[src/rtl/fcmp_pkg.sv]
package fcmp_pkg;

  typedef struct packed {
    logic sign;
    logic nan;
    logic snan;
    logic zero;
  } fp_class_t;

  typedef struct packed {
    logic unord;
    logic eq;
    logic lt;
  } fcmp_rel_t;

  typedef enum logic [3:0] {
    PR_FALSE  = 4'd0,
    PR_UNORD  = 4'd1,
    PR_EQ     = 4'd2,
    PR_UEQ    = 4'd3,
    PR_OLT    = 4'd4,
    PR_ULT    = 4'd5,
    PR_OLE    = 4'd6,
    PR_ULE    = 4'd7,
    PR_SFALSE = 4'd8,
    PR_SUNORD = 4'd9,
    PR_SEQ    = 4'd10,
    PR_SUEQ   = 4'd11,
    PR_SLT    = 4'd12,
    PR_SULT   = 4'd13,
    PR_SLE    = 4'd14,
    PR_SULE   = 4'd15
  } fcmp_pred_e;

  localparam int unsigned PRED_SIG_BIT   = 3;
  localparam int unsigned PRED_UNORD_BIT = 0;
  localparam int unsigned PRED_EQ_BIT    = 1;
  localparam int unsigned PRED_LT_BIT    = 2;

endpackage

[src/rtl/fcmp_classify.sv]
module fcmp_classify
  import fcmp_pkg::*;
#(
  parameter int unsigned EXP_W = 8,
  parameter int unsigned MAN_W = 23,
  localparam int unsigned VAL_W = EXP_W + MAN_W + 1,
  localparam int unsigned MAG_W = EXP_W + MAN_W
) (
  input  logic [VAL_W-1:0] val,
  output fp_class_t        cls,
  output logic [MAG_W-1:0] mag
);

  logic [EXP_W-1:0] exp_f;
  logic [MAN_W-1:0] man_f;
  logic             exp_ones;
  logic             man_nz;

  assign exp_f    = val[VAL_W-2 -: EXP_W];
  assign man_f    = val[MAN_W-1:0];
  assign exp_ones = &exp_f;
  assign man_nz   = |man_f;

  always_comb begin
    cls.sign = val[VAL_W-1];
    cls.nan  = exp_ones && man_nz;
    cls.snan = exp_ones && man_nz && !man_f[MAN_W-1];
    cls.zero = (exp_f == '0) && !man_nz;
  end

  assign mag = val[MAG_W-1:0];

endmodule

[src/rtl/fcmp_order.sv]
module fcmp_order
  import fcmp_pkg::*;
#(
  parameter int unsigned MAG_W = 63
) (
  input  fp_class_t        cls_a,
  input  fp_class_t        cls_b,
  input  logic [MAG_W-1:0] mag_a,
  input  logic [MAG_W-1:0] mag_b,
  output fcmp_rel_t        rel
);

  logic mag_lt;
  logic mag_eq;

  assign mag_lt = mag_a < mag_b;
  assign mag_eq = mag_a == mag_b;

  always_comb begin
    rel.unord = cls_a.nan || cls_b.nan;
    rel.eq    = 1'b0;
    rel.lt    = 1'b0;
    if (!rel.unord) begin
      if (cls_a.zero && cls_b.zero) begin
        rel.eq = 1'b1;
      end else if (cls_a.sign != cls_b.sign) begin
        rel.lt = cls_a.sign;
      end else if (!cls_a.sign) begin
        rel.eq = mag_eq;
        rel.lt = mag_lt;
      end else begin
        rel.eq = mag_eq;
        rel.lt = !mag_lt && !mag_eq;
      end
    end
  end

endmodule

[src/rtl/fcmp_predicate.sv]
module fcmp_predicate
  import fcmp_pkg::*;
(
  input  fcmp_pred_e pred,
  input  fcmp_rel_t  rel,
  input  logic       snan_seen,
  output logic       outcome,
  output logic       raise_inv
);

  logic [3:0] code;
  assign code = pred;

  always_comb begin
    outcome = (code[PRED_UNORD_BIT] && rel.unord)
            | (code[PRED_EQ_BIT]    && rel.eq)
            | (code[PRED_LT_BIT]    && rel.lt);
    raise_inv = code[PRED_SIG_BIT] ? rel.unord : snan_seen;
  end

endmodule

[src/rtl/fcmp_unit.sv]
module fcmp_unit
  import fcmp_pkg::*;
#(
  parameter int unsigned SGL_EXP = 8,
  parameter int unsigned SGL_MAN = 23,
  parameter int unsigned DBL_EXP = 11,
  parameter int unsigned DBL_MAN = 52,
  localparam int unsigned SGL_W   = SGL_EXP + SGL_MAN + 1,
  localparam int unsigned DBL_W   = DBL_EXP + DBL_MAN + 1,
  localparam int unsigned SGL_MAG = SGL_EXP + SGL_MAN,
  localparam int unsigned DBL_MAG = DBL_EXP + DBL_MAN
) (
  input  logic             clk,
  input  logic             rst_n,
  input  logic             req_valid,
  output logic             req_ready,
  input  logic             dbl,
  input  logic [3:0]       pred,
  input  logic [DBL_W-1:0] opa,
  input  logic [DBL_W-1:0] opb,
  input  logic             trap_en,
  output logic             rsp_valid,
  input  logic             rsp_ready,
  output logic             cond,
  output logic             invalid
);

  fp_class_t              cls_s [2];
  fp_class_t              cls_d [2];
  fp_class_t              cls   [2];
  logic [SGL_MAG-1:0]     mag_s [2];
  logic [DBL_MAG-1:0]     mag_d [2];
  logic [DBL_MAG-1:0]     mag   [2];
  logic [DBL_W-1:0]       opnd  [2];

  assign opnd[0] = opa;
  assign opnd[1] = opb;

  for (genvar gi = 0; gi < 2; gi++) begin : g_opnd
    fcmp_classify #(.EXP_W(SGL_EXP), .MAN_W(SGL_MAN)) u_cls_s (
      .val (opnd[gi][SGL_W-1:0]),
      .cls (cls_s[gi]),
      .mag (mag_s[gi])
    );
    fcmp_classify #(.EXP_W(DBL_EXP), .MAN_W(DBL_MAN)) u_cls_d (
      .val (opnd[gi]),
      .cls (cls_d[gi]),
      .mag (mag_d[gi])
    );
    assign cls[gi] = dbl ? cls_d[gi] : cls_s[gi];
    assign mag[gi] = dbl ? mag_d[gi]
                         : {{(DBL_MAG-SGL_MAG){1'b0}}, mag_s[gi]};
  end

  fcmp_rel_t rel;
  logic      outcome;
  logic      raise_inv;

  fcmp_order #(.MAG_W(DBL_MAG)) u_order (
    .cls_a (cls[0]),
    .cls_b (cls[1]),
    .mag_a (mag[0]),
    .mag_b (mag[1]),
    .rel   (rel)
  );

  fcmp_predicate u_pred (
    .pred      (fcmp_pred_e'(pred)),
    .rel       (rel),
    .snan_seen (cls[0].snan || cls[1].snan),
    .outcome   (outcome),
    .raise_inv (raise_inv)
  );

  logic accept;
  assign req_ready = !rsp_valid || rsp_ready;
  assign accept    = req_valid && req_ready;

  always_ff @(posedge clk) begin
    if (!rst_n) begin
      rsp_valid <= 1'b0;
      cond      <= 1'b0;
      invalid   <= 1'b0;
    end else if (accept) begin
      rsp_valid <= 1'b1;
      invalid   <= raise_inv;
      if (!(raise_inv && trap_en)) cond <= outcome;
    end else if (rsp_ready) begin
      rsp_valid <= 1'b0;
    end
  end

endmodule

[config.mk]
export PLATFORM = sky130hd
export DESIGN_NAME = fcmp_unit
export DESIGN_NICKNAME = d
export VERILOG_FILES = /design/src/rtl/fcmp_pkg.sv /design/src/rtl/fcmp_classify.sv /design/src/rtl/fcmp_order.sv /design/src/rtl/fcmp_predicate.sv /design/src/rtl/fcmp_unit.sv
export SDC_FILE = /design/constraint.sdc
export NUM_CORES = 1
export LEC_CHECK = 0
export ABC_AREA = 1
export BUFFER_PORTS_ARGS = -buffer_cell sky130_fd_sc_hd__clkbuf_2
export CORE_MARGIN = 5
export CORE_UTILIZATION = 45
export CTS_BUF_LIST = sky130_fd_sc_hd__clkbuf_4 sky130_fd_sc_hd__clkbuf_8
export CTS_CLUSTER_DIAMETER = 120
export DETAILED_ROUTE_END_ITERATION = 8
export GPL_ROUTABILITY_DRIVEN = 0
export PLACE_DENSITY_LB_ADDON = 0.05
export SLEW_MARGIN = 10
export SYNTH_ARGS = -nofsm -noshare
export SYNTH_HDL_FRONTEND = slang
export SYNTH_SLANG_ARGS = --single-unit
export TNS_END_PERCENT = 20
[constraint.sdc]
create_clock -name clk -period 3.08 [get_ports clk]
set_input_delay 0.308 -clock clk [delete_from_list [all_inputs] [get_ports clk]]
set_output_delay 0.308 -clock clk [all_outputs]
set_load 0.02 [all_outputs]
==> summary.txt <==
Worst setup path
  • Flop-to-flop setup slack: 1970 ps
  • RR Endpoint: cond$_SDFFE_PN0P_
  • Type of the setup path with the least slack: in -> reg
  • Data arrival time at the worst-slack endpoint: 2310 ps
  • Path depth of the worst reg2reg path: 6
  • Endpoint class of the critical path: flop
  • Timing endpoint of the critical path: cond$_SDFFE_PN0P_
  • Critical path startpoint: dbl
  • Nature of the critical path startpoint: input pin
  • Crit-path max FO: 20
  • CP Data Required Time: 3190 ps
  • Startpoint of the worst-slack reg-to-reg timing path: rsp_valid$_SDFFE_PN0P_

STA
  • Slew Viols, Final: 0
  • Number of failing setup endpoints in the final timing report: 0
  • Min Hold Slack: 352 ps
  • Slew margin rel.: 0.741
  • Clock period minus worst slack: 2200 ps
  • Setup TNS after final layout: 0 ps
  • Clock Skews: 4.89 ps
  • RSZ-0062 raised after global routing: false
  • Max Freq: 455 MHz
  • Final worst path period share: 0.713
  • Hold violation total from the final report: 0
  • Transition time of the tightest slew-check pin: 385 ps

Layout
  • Area used by multi-input combinational logic: 2530 um^2
  • Fraction of layout instances using a drive strength above 1: 0.236
  • Count of antenna diodes in the layout: 0
  • Post-route cell area: 3850 um^2
  • Sequential standard cell area: 60.1 um^2
  • Filler Cells Inserted: 702
  • Synth-to-layout area growth: 28.5%
  • # nets final: 918
  • Utilization of the core after routing: 0.600

Global routing
  • Number of antenna violations at the first check in global routing: 0
  • Number of global-route vias before repair: 3578
  • Residual overflow from global routing: 0
  • Wire length of the first global-routing pass: 14600 um
  • Tot GR Track Use: 0.203
  • Maximum number of pins on one net before global-route repair: 31

CTS
  • Clock H-tree levels: 1
  • Clock tree from TritonCTS: yes
  • TritonCTS buffer count: 3
  • Maximum count of clock buffers along a single path: 2
  • Buffer cell driving the clock tree root: sky130_fd_sc_hd__clkbuf_8
  • Clock insertion delay at the later pin of the skew report: 220 ps
  • Clock transition at the registers of the reported paths: 30 ps
  • PostCTS Resize Cnt: 0
  • Number of setup buffers added after CTS: 0
  • Clock net sink count: 3
  • Number of buffers added to fix hold violations after cts: 0

Routing
  • Mean routed wirelength per cell: 10.8 um
  • Number of vias after detailed routing: 3765
  • DRT Wirelength: 8600 um
  • Via density per instance: 4.75
  • Number of DRC violations after detailed routing: 0
  • Total iterations of the first detailed-routing run: 4
  • Antenna Violating Nets Remaining: 0
  • Violation count after the first detailed-routing iteration: 119

Synth
  • Synth unique cells: 32
  • Most common library cells after synthesis: 205 x sky130_fd_sc_hd__nand2_1, 102 x sky130_fd_sc_hd__nor2_1, 94 x sky130_fd_sc_hd__inv_1, 63 x sky130_fd_sc_hd__ha_1, 28 x sky130_fd_sc_hd__a21oi_1
  • Most instantiated library cell after synthesis: sky130_fd_sc_hd__nand2_1
  • Mean area per synthesized cell: 5.21 um^2
  • Synth async-reset ratio: 0
  • Area of the mapped netlist: 3000 um^2
  • Top cell type by total area after synthesis: sky130_fd_sc_hd__ha_1
  • Dominant register cell in the synthesized netlist: sky130_fd_sc_hd__dfxtp_1
  • Gate count of the mapped netlist: 576
  • Area contributors post-synth: sky130_fd_sc_hd__ha_1 26%, sky130_fd_sc_hd__nand2_1 26%, sky130_fd_sc_hd__nor2_1 13%, sky130_fd_sc_hd__inv_1 12%, sky130_fd_sc_hd__a21oi_1 4.7%
  • Number of warnings reported in the yosys synthesis log: 0
  • EDFF count, synth: 0
  • Synthesized net count: 777
  • Share of the yosys chip area belonging to registers: 0.0200
  • Post-synthesis sequential element count: 3
  • Top-area cell type share of the netlist area: 0.263

Power and ir drop
  • Static leakage: 2.53 nW
  • Maximum ir drop on the vdd rail: 0.0728 mV
  • Pwr dens: 154 nW/um^2

Floorplan
  • Starting density of the core: 0.467
  • Floorplan die width: 91.6 um
  • DIE AREA: 8400 um^2
  • Y dimension of the die: 91.6 um
  • Core outline area: 6420 um^2
  • I/O pin count: 142
  • # rows: 29

Placed design
  • Total half-perimeter wirelength after legalization and detailed placement: 7930 um
  • Post-Place Cell Area: 3800 um^2
  • Count of port buffers added during placement: 141

Min path
  • Hold Crit Class: in -> reg
  • Worst Hold Launch: req_valid

Job
  • Number of max-capacitance violations reported: 0

Outcome
  • Run status: finished clean
cell families (layout without fill, tap and decap cells):
group                      Yosys count  in the layout  share of synthesized area
AOI/OAI and AO/OA                   38             38                     0.0709
xor gates and xnor gates             1              1                    0.00292
DFF                                  3              3                     0.0200
adders and majority gates           63             63                      0.263
buffers and inverters              108            248                      0.136
and+or+nand+nor                    361            361                      0.501
muxes                                2              2                    0.00668
power breakdown:
group	leakage, nW	switching (mW)	internal, mW	total (mW)
clock network	0.0262	0.0288	0.0973	0.126
registers	0.0249	0.00161	0.0421	0.0437
logic	2.48	0.234	0.189	0.422
total	2.53	0.264	0.328	0.592
critical path, cell delays in order:
cell and delay [ps]:
sky130_fd_sc_hd__clkbuf_2 270, sky130_fd_sc_hd__buf_4 280, sky130_fd_sc_hd__nand2_1 80, sky130_fd_sc_hd__ha_1 290, sky130_fd_sc_hd__nand2_1 60, sky130_fd_sc_hd__nor2_1 150, sky130_fd_sc_hd__nand2_1 120, sky130_fd_sc_hd__nor2_1 150
sky130_fd_sc_hd__nand2_1 70, sky130_fd_sc_hd__nor2_1 120, sky130_fd_sc_hd__nand2_1 70, sky130_fd_sc_hd__a21oi_1 140, sky130_fd_sc_hd__nor2_1 60, sky130_fd_sc_hd__nor2_1 90, sky130_fd_sc_hd__nor2_1 40
through the flow:
stage	cells	total power [mW]	setup slack [ps]
2_1_floorplan	576	0.291	618
3_3_place_gp	789	0.458	705
3_5_place_dp	789	0.466	663
4_1_cts	793	0.599	883
5_1_grt	793	0.672	477
6_report	793	0.592	883
worst min-delay path by stage:
stage / to / slack (ps) / cells past startpoint
after floorplan: cond$_SDFFE_PN0P_ / 430 / 2
after global placement: invalid$_SDFFE_PN0P_ / 490 / 1
after detailed placement: invalid$_SDFFE_PN0P_ / 500 / 1
after CTS: rsp_valid$_SDFFE_PN0P_ / 350 / 3
after global routing: rsp_valid$_SDFFE_PN0P_ / 360 / 3
final: rsp_valid$_SDFFE_PN0P_ / 350 / 3
flip-flops by register name (all words and copies together), names as in the netlist:
register,flops
cond,1
invalid,1
rsp_valid,1
cell usage in the layout (no fill, tap or decap), types with 2 or more instances in the layout:
cell type | synthesis | routed
sky130_fd_sc_hd__ha_1 | 63 | 63
sky130_fd_sc_hd__nor2_1 | 102 | 102
sky130_fd_sc_hd__nand3_1 | 16 | 16
sky130_fd_sc_hd__nand3b_1 | 3 | 3
sky130_fd_sc_hd__inv_2 | 5 | 5
sky130_fd_sc_hd__nor3_1 | 4 | 4
sky130_fd_sc_hd__nand2_1 | 205 | 205
sky130_fd_sc_hd__dfxtp_1 | 3 | 3
sky130_fd_sc_hd__clkbuf_8 | 0 | 3
sky130_fd_sc_hd__mux2i_1 | 2 | 2
sky130_fd_sc_hd__nand2_2 | 4 | 4
sky130_fd_sc_hd__nor2_2 | 5 | 5
sky130_fd_sc_hd__a21oi_1 | 28 | 28
sky130_fd_sc_hd__clkbuf_2 | 0 | 141
sky130_fd_sc_hd__nor3_2 | 2 | 2
sky130_fd_sc_hd__buf_4 | 0 | 2
sky130_fd_sc_hd__nand4_1 | 14 | 14
sky130_fd_sc_hd__a21o_1 | 4 | 4
sky130_fd_sc_hd__inv_1 | 94 | 94
sky130_fd_sc_hd__o21ai_0 | 2 | 2
per-layer routing:
metal  global-route usage  vias to the layer above  share of wire
met5                    0                        -              0
met4               0.0339                        0          0.011
met3               0.0327                        8          0.069
met2                0.360                      112           0.46
met1                0.263                     1574           0.46
li1                     -                     2071              -
cell type report:
cell class / count / share of cell area
inverters: 100 / 0.0977
flip-flops and latches: 3 / 0.0156
repair buffers: 144 / 0.192
well taps: 77 / 0.0250
clock buffers: 4 / 0.0127
multi-input cells: 465 / 0.657
Power figures use the tool's default switching activity.
